--- config.mk ---
export PLATFORM = sky130hd
export DESIGN_NAME = cx_alu
export DESIGN_NICKNAME = d
export VERILOG_FILES = /design/src/rtl/cx_alu_pkg.sv /design/src/rtl/cx_alu_decode.sv /design/src/rtl/cx_alu_addsub.sv /design/src/rtl/cx_alu_logic.sv /design/src/rtl/cx_alu_flags.sv /design/src/rtl/cx_alu.sv
export SDC_FILE = /design/constraint.sdc
export NUM_CORES = 1
export LEC_CHECK = 0
export CAP_MARGIN = 20
export CORE_MARGIN = 2
export CORE_UTILIZATION = 30
export DETAILED_ROUTE_END_ITERATION = 6
export PLACE_DENSITY = 0.53
export SYNTH_ARGS = -nofsm -noshare
export SYNTH_HDL_FRONTEND = slang
export SYNTH_SLANG_ARGS = --single-unit
--- constraint.sdc ---
create_clock -name vclk -period 7.7
set_input_delay 1.54 -clock vclk [all_inputs]
set_output_delay 1.54 -clock vclk [all_outputs]
set_load 0.01 [all_outputs]
--- src/rtl/cx_alu_pkg.sv ---
package cx_alu_pkg;

    localparam int OPC_W  = 8;
    localparam int FLAG_W = 4;

    // flag bit positions inside the 4-bit flag vector
    localparam int FZ = 3;
    localparam int FN = 2;
    localparam int FC = 1;
    localparam int FV = 0;

    // operation bytes
    localparam logic [OPC_W-1:0] OPC_ADD    = 8'h1E;
    localparam logic [OPC_W-1:0] OPC_SUB    = 8'h1F;
    localparam logic [OPC_W-1:0] OPC_ADDI   = 8'h23;
    localparam logic [OPC_W-1:0] OPC_SUBI   = 8'h24;
    localparam logic [OPC_W-1:0] OPC_ADDC   = 8'h28;
    localparam logic [OPC_W-1:0] OPC_SUBC   = 8'h29;
    localparam logic [OPC_W-1:0] OPC_ADDCI  = 8'h30;
    localparam logic [OPC_W-1:0] OPC_SUBCI  = 8'h31;
    localparam logic [OPC_W-1:0] OPC_AND    = 8'h32;
    localparam logic [OPC_W-1:0] OPC_OR     = 8'h33;
    localparam logic [OPC_W-1:0] OPC_XOR    = 8'h34;
    localparam logic [OPC_W-1:0] OPC_NOT    = 8'h35;
    localparam logic [OPC_W-1:0] OPC_TEST   = 8'h36;
    localparam logic [OPC_W-1:0] OPC_ANDI   = 8'h37;
    localparam logic [OPC_W-1:0] OPC_ORI    = 8'h38;
    localparam logic [OPC_W-1:0] OPC_CMP    = 8'h5A;
    localparam logic [OPC_W-1:0] OPC_CMPI   = 8'h5B;

    // which datapath slice produces the result
    typedef enum logic [2:0] {
        UNIT_NONE,
        UNIT_ADD,
        UNIT_SUB,
        UNIT_AND,
        UNIT_OR,
        UNIT_XOR,
        UNIT_NOT
    } unit_e;

    // decode outcome
    typedef enum logic [1:0] {
        OUT_PASS,
        OUT_WRITE,
        OUT_FLAGS_ONLY
    } outcome_e;

    typedef struct packed {
        unit_e    unit;
        logic     chain;     // fold incoming carry/borrow into the adder
        outcome_e outcome;
    } ctrl_t;

endpackage

--- src/rtl/cx_alu_decode.sv ---
module cx_alu_decode
    import cx_alu_pkg::*;
(
    input  logic [OPC_W-1:0] opcode,
    output ctrl_t            ctrl
);

    always_comb begin
        ctrl = '{unit: UNIT_NONE, chain: 1'b0, outcome: OUT_PASS};
        unique case (opcode)
            OPC_ADD, OPC_ADDI: begin
                ctrl.unit    = UNIT_ADD;
                ctrl.outcome = OUT_WRITE;
            end
            OPC_SUB, OPC_SUBI: begin
                ctrl.unit    = UNIT_SUB;
                ctrl.outcome = OUT_WRITE;
            end
            OPC_ADDC, OPC_ADDCI: begin
                ctrl.unit    = UNIT_ADD;
                ctrl.chain   = 1'b1;
                ctrl.outcome = OUT_WRITE;
            end
            OPC_SUBC, OPC_SUBCI: begin
                ctrl.unit    = UNIT_SUB;
                ctrl.chain   = 1'b1;
                ctrl.outcome = OUT_WRITE;
            end
            OPC_AND, OPC_ANDI: begin
                ctrl.unit    = UNIT_AND;
                ctrl.outcome = OUT_WRITE;
            end
            OPC_OR, OPC_ORI: begin
                ctrl.unit    = UNIT_OR;
                ctrl.outcome = OUT_WRITE;
            end
            OPC_XOR: begin
                ctrl.unit    = UNIT_XOR;
                ctrl.outcome = OUT_WRITE;
            end
            OPC_NOT: begin
                ctrl.unit    = UNIT_NOT;
                ctrl.outcome = OUT_WRITE;
            end
            OPC_TEST: begin
                ctrl.unit    = UNIT_AND;
                ctrl.outcome = OUT_FLAGS_ONLY;
            end
            OPC_CMP, OPC_CMPI: begin
                ctrl.unit    = UNIT_SUB;
                ctrl.outcome = OUT_FLAGS_ONLY;
            end
            default: begin
                ctrl = '{unit: UNIT_NONE, chain: 1'b0, outcome: OUT_PASS};
            end
        endcase
    end

    // chained carry is only ever requested by an arithmetic unit
    always_comb begin
        if (ctrl.chain)
            p_chain_arith_r3: assert (ctrl.unit == UNIT_ADD || ctrl.unit == UNIT_SUB)
                else $error("chain set on a non-arithmetic unit");
    end

endmodule

--- src/rtl/cx_alu_addsub.sv ---
module cx_alu_addsub #(
    parameter int WIDTH = 16
) (
    input  logic [WIDTH-1:0] a,
    input  logic [WIDTH-1:0] b,
    input  logic             sub,
    input  logic             cin,     // carry (add) or borrow (sub) to fold in
    output logic [WIDTH-1:0] res,
    output logic             cflag,   // carry out for add, borrow out for sub
    output logic             ovf
);

    localparam int MSB = WIDTH - 1;

    logic [WIDTH-1:0] b_eff;
    logic             c_eff;
    logic [WIDTH:0]   sum;

    // subtract as a + ~b + 1 - borrow, sharing one adder
    always_comb begin
        b_eff = sub ? ~b : b;
        c_eff = sub ? ~cin : cin;
        sum   = {1'b0, a} + {1'b0, b_eff} + {{WIDTH{1'b0}}, c_eff};
        res   = sum[MSB:0];
        cflag = sub ? ~sum[WIDTH] : sum[WIDTH];
        ovf   = (a[MSB] == b_eff[MSB]) && (res[MSB] != a[MSB]);
    end

    always_comb begin
        if (!sub && !cin)
            p_add_carry_r1: assert (cflag == (res < a))
                else $error("carry out disagrees with wrap-around");
        if (sub && !cin)
            p_sub_borrow_r2: assert (cflag == (a < b))
                else $error("borrow disagrees with unsigned compare");
    end

endmodule

--- src/rtl/cx_alu_logic.sv ---
module cx_alu_logic
    import cx_alu_pkg::*;
#(
    parameter int WIDTH = 16
) (
    input  logic [WIDTH-1:0] a,
    input  logic [WIDTH-1:0] b,
    input  unit_e            sel,
    output logic [WIDTH-1:0] res
);

    genvar i;
    generate
        for (i = 0; i < WIDTH; i++) begin : g_bit
            always_comb begin
                unique case (sel)
                    UNIT_AND: res[i] = a[i] & b[i];
                    UNIT_OR:  res[i] = a[i] | b[i];
                    UNIT_XOR: res[i] = a[i] ^ b[i];
                    UNIT_NOT: res[i] = ~a[i];
                    default:  res[i] = 1'b0;
                endcase
            end
        end
    endgenerate

    always_comb begin
        if (sel == UNIT_NOT)
            p_not_invert_r8: assert ((res ^ a) == {WIDTH{1'b1}})
                else $error("inverse result does not complement opa");
    end

endmodule

--- src/rtl/cx_alu_flags.sv ---
module cx_alu_flags
    import cx_alu_pkg::*;
#(
    parameter int WIDTH = 16
) (
    input  ctrl_t             ctrl,
    input  logic [WIDTH-1:0]  res,
    input  logic              arith_c,
    input  logic              arith_v,
    input  logic [FLAG_W-1:0] flags_in,
    output logic [FLAG_W-1:0] flags_out
);

    logic is_arith;

    always_comb begin
        is_arith  = (ctrl.unit == UNIT_ADD) || (ctrl.unit == UNIT_SUB);
        flags_out = flags_in;
        if (ctrl.outcome != OUT_PASS) begin
            flags_out[FZ] = ~|res;
            flags_out[FN] = res[WIDTH-1];
            flags_out[FC] = is_arith ? arith_c : 1'b0;
            flags_out[FV] = is_arith ? arith_v : 1'b0;
        end
    end

endmodule

--- src/rtl/cx_alu.sv ---
module cx_alu
    import cx_alu_pkg::*;
#(
    parameter int DATA_W = 16
) (
    input  logic [7:0]        opcode_i,
    input  logic [DATA_W-1:0] opa_i,
    input  logic [DATA_W-1:0] opb_i,
    input  logic [3:0]        flags_i,
    output logic [DATA_W-1:0] result_o,
    output logic              wr_en_o,
    output logic [3:0]        flags_o
);

    ctrl_t             ctrl;
    logic [DATA_W-1:0] arith_res;
    logic [DATA_W-1:0] logic_res;
    logic [DATA_W-1:0] core_res;
    logic              arith_c;
    logic              arith_v;
    logic              is_sub;
    logic              chain_in;

    cx_alu_decode u_decode (
        .opcode (opcode_i),
        .ctrl   (ctrl)
    );

    always_comb begin
        is_sub   = (ctrl.unit == UNIT_SUB);
        chain_in = ctrl.chain & flags_i[FC];
    end

    cx_alu_addsub #(.WIDTH(DATA_W)) u_addsub (
        .a     (opa_i),
        .b     (opb_i),
        .sub   (is_sub),
        .cin   (chain_in),
        .res   (arith_res),
        .cflag (arith_c),
        .ovf   (arith_v)
    );

    cx_alu_logic #(.WIDTH(DATA_W)) u_logic (
        .a   (opa_i),
        .b   (opb_i),
        .sel (ctrl.unit),
        .res (logic_res)
    );

    always_comb begin
        unique case (ctrl.unit)
            UNIT_ADD, UNIT_SUB: core_res = arith_res;
            UNIT_NONE:          core_res = '0;
            default:            core_res = logic_res;
        endcase
    end

    cx_alu_flags #(.WIDTH(DATA_W)) u_flags (
        .ctrl      (ctrl),
        .res       (core_res),
        .arith_c   (arith_c),
        .arith_v   (arith_v),
        .flags_in  (flags_i),
        .flags_out (flags_o)
    );

    always_comb begin
        result_o = core_res;
        wr_en_o  = (ctrl.outcome == OUT_WRITE);
    end

    // checks against the top-level ports
    always_comb begin
        if (ctrl.outcome == OUT_PASS)
            p_pass_flags_r11: assert (!wr_en_o && flags_o == flags_i && result_o == '0)
                else $error("foreign opcode disturbed state");
        if (ctrl.outcome != OUT_PASS)
            p_zero_sign_r6: assert (flags_o[FZ] == (result_o == '0) && flags_o[FN] == result_o[DATA_W-1])
                else $error("Z/N disagree with result");
        if (ctrl.unit == UNIT_AND || ctrl.unit == UNIT_OR ||
            ctrl.unit == UNIT_XOR || ctrl.unit == UNIT_NOT)
            p_logic_cv_r7: assert (flags_o[FC] == 1'b0 && flags_o[FV] == 1'b0)
                else $error("logic op left C or V set");
        if (opcode_i == OPC_TEST || opcode_i == OPC_CMP || opcode_i == OPC_CMPI)
            p_flags_only_r10: assert (!wr_en_o)
                else $error("flags-only op raised the write strobe");
    end

endmodule

==> results.py <==
metrics = {
    "timing": {
        "slew_headroom": 0.517,
        "tightest_slew_ns": 0.721,
        "fin_setup_tns_ns": 0,
        "finalWorstSetupSlack_ns": 0.193,
        "rsz0062_at_grt": "true",
        "min_period_over_period": 0.975,
        "slew_viol_final": 0,
        "setup_violations": 0,
        "finalCriticalPeriod_ns": 7.51,
        "timing.fmax_mhz": 133,
        "hold_viol_final": 0,
    },
    "worst_setup_path": {
        "cp-end-kind": "output pin",
        "crit_required_ns": 6.16,
        "worstSetupPathType": "in -> out",
        "slowest_stage": "or4bb_1",
        "worstPathCellList": "clkdlybuf4s50_1, buf_4, or4bb_1, nor2_1, nor3_1, a21oi_2, buf_4, buf_4, xnor2_1, ha_2, nand3_1, o211ai_1, nor4_1, o21ai_1, nor3_2, a21oi_1, xnor2_1, o21ai_2, mux2_2, clkdlybuf4s50_1",
        "cpPeakStageDelay_ns": 0.48,
        "cp.arrival_ns": 5.97,
        "crit_fanout": 6,
        "crit_top_cell": "buf_4",
        "start_kind": "input pin",
        "crit_path_start": "opcode_i[7]",
    },
    "place": {
        "io_buffers": 65,
        "dpl_cell_area_sq_um": 3470,
        "dpl.hpwl_mm": 6.21,
        "pre_cts_ws_ns": -0.178,
        "dp_cells": 527,
        "routabilityCongestion": 0.906,
    },
    "yosys": {
        "synth_simple_gate_area_frac": 0.175,
        "synth_cell_types": 58,
        "avgSynthCellArea_sq_um": 7.34,
        "yosysMostFrequentCell": "ha_1",
        "synth_mux_area_frac": 0.0467,
        "synthXorXnorAreaFrac": 0.121,
        "netlist_area_sq_um": 2390,
        "synthesis.instances": 325,
        "synth_top_cell_by_area": "ha_1",
        "synth_fp_nets": 418,
        "synth_top_area_frac": 0.246,
        "synth_top_family_by_area": "compound AO/OA/AOI/OAI gates",
        "synth_compound_area_frac": 0.297,
        "yosysSeqAreaShare": 0,
        "synthAdderAreaFrac": 0.263,
        "synth.area.top_cells": "ha_1, xnor2_1, inv_1, mux2_2, o21ai_0",
        "synthTopCellsByCount": "ha_1, inv_1, xnor2_1",
        "yosysWarnings": 0,
    },
    "finish": {
        "multiInputGateArea_sq_um": 2220,
        "final_cell_area_sq_um": 3610,
        "n_fill_cell": 781,
        "syn_to_final_growth_pct": 51.2,
        "nets": 529,
        "n_antenna_cell": 0,
        "seqCellArea_sq_um": 0,
        "clkbuf_count": 0,
        "instances_no_fill": 536,
        "seq_cells": 0,
        "drive_gt1_frac": 0.200,
    },
    "power_and_ir_drop": {
        "p_clk_frac": 0,
        "power_frac_comb": 1.000,
        "swShare": 0.466,
        "total_power_uw": 249,
        "power_frac_seq": 0,
        "p_int_uw": 133,
        "power.switching_uw": 116,
        "peakVddDrop_mv": 0.0455,
        "power.density_nw_per_um2": 69.0,
        "p_leak_nw": 1.69,
    },
    "global_routing": {
        "track_usage": 0.178,
        "grt_pass1_vias": 2632,
        "grt_pass1_wl_mm": 12.9,
        "antenna_found_initial": 0,
        "overflow": 0,
        "grt_max_degree": 21,
    },
    "routing": {
        "routedWlPerCell_microns": 14.3,
        "via_count": 2733,
        "drc": 0,
        "drt_pass1_iterations": 5,
        "postRouteAntennaNets": 0,
        "dr.first_iter.drc_count": 116,
        "via_per_inst": 5.10,
        "wirelength_mm": 7.67,
    },
    "floorplan": {
        "core-area_sq_um": 7730,
        "die_h_microns": 93.2,
        "fp.dieW_microns": 93.2,
        "rows": 32,
        "start_util": 0.309,
        "die-area_sq_um": 8680,
        "ios": 65,
    },
    "hold_path": {
        "hold_end": "flags_o[3]",
        "min-delay-start": "flags_i[3]",
        "hold_path.class": "in -> out",
        "holdPathStages": 4,
    },
    "run_status": {
        "status": "finished, final reports clean",
    },
    "flow_run": {
        "cap_viol_max_count": 0,
    },
    "clocking": {
        "hold_buffers": 0,
    },
}
worst max path at each step:
| stage | slack, ns | to | cells after the start |
|---|---|---|---|
| floorplan | 0.43 | flags_o[3] | 18 |
| finish | 0.19 | flags_o[2] | 20 |
| global placement | -0.15 | flags_o[3] | 20 |
| global route | -0.08 | flags_o[2] | 20 |
| detailed placement | -0.18 | flags_o[3] | 18 |
| CTS | 0.03 | flags_o[2] | 20 |
worst max-delay path, delay by kind of cell:
| kind | cells | cell delay (ns) |
|---|---|---|
| buffers and inverters | 5 | 1.39 |
| XOR/XNOR | 2 | 0.25 |
| adder cells (fa/ha/maj) | 1 | 0.39 |
| multiplexers | 1 | 0.27 |
| AO/OA/AOI/OAI | 5 | 1.17 |
| AND/OR/NAND/NOR | 6 | 0.95 |
layout by cell type, fill, tap and decap left out, types with 3 or more instances in the layout:
cell	n
clkdlybuf4s50_1	62
o31ai_1	4
a22oi_1	7
buf_4	57
o21ai_1	3
ha_1	46
o21ai_0	17
xnor2_1	28
nor4_1	4
a21o_1	7
nor4_2	3
a31oi_1	3
o211ai_1	5
a21oi_1	16
nor2_1	16
a221oi_1	5
nand2b_1	6
nand3_1	5
nand2_1	17
mux2_2	9
nor2b_1	3
xor2_1	5
inv_1	42
o21bai_1	7
kinds of logic after synthesis:
logic type	count (synthesis)
AO/OA/AOI/OAI	101
XOR/XNOR	33
adder cells (fa/ha/maj)	49
buffers and inverters	57
multiplexers	10
AND/OR/NAND/NOR	75
what timing repair did:
action | in CTS | in global routing
buffers inserted | 1 | 8
resized for setup | 9 | 12
setup endpoints to repair | 3 | 7
pin swaps | 2 | 7
gates cloned | 0 | 0
final cells by class:
| type | instances | area share |
|---|---|---|
| Inverter | 42 | 0.0437 |
| Multi-Input combinational cell | 268 | 0.614 |
| Tap cell | 102 | 0.0354 |
| Timing Repair Buffer | 124 | 0.307 |
metrics by stage:
stage / hold slack, ns / util
after detailed placement: 4.06 / 0.449
final: 3.73 / 0.467
after global placement: 4.07 / 0.449
after CTS: 3.88 / 0.453
after global routing: 3.76 / 0.467
after floorplan: 3.20 / -
power groups by stage:
stage          Sequential (mW)  Clock [mW]  Combinational, mW
5_1_grt                      0           0              0.275
3_3_place_gp                 0           0              0.236
2_1_floorplan                0           0              0.128
6_report                     0           0              0.249
4_1_cts                      0           0              0.240
3_5_place_dp                 0           0              0.237
routing by layer:
layer,part of all wire,up-vias,GRT usage
met4,0.0038,0,0.0147
li1,-,1404,-
met5,0,-,0
met1,0.50,1265,0.268
met2,0.46,62,0.293
met3,0.041,2,0.00483
Power figures use the tool's default switching activity.
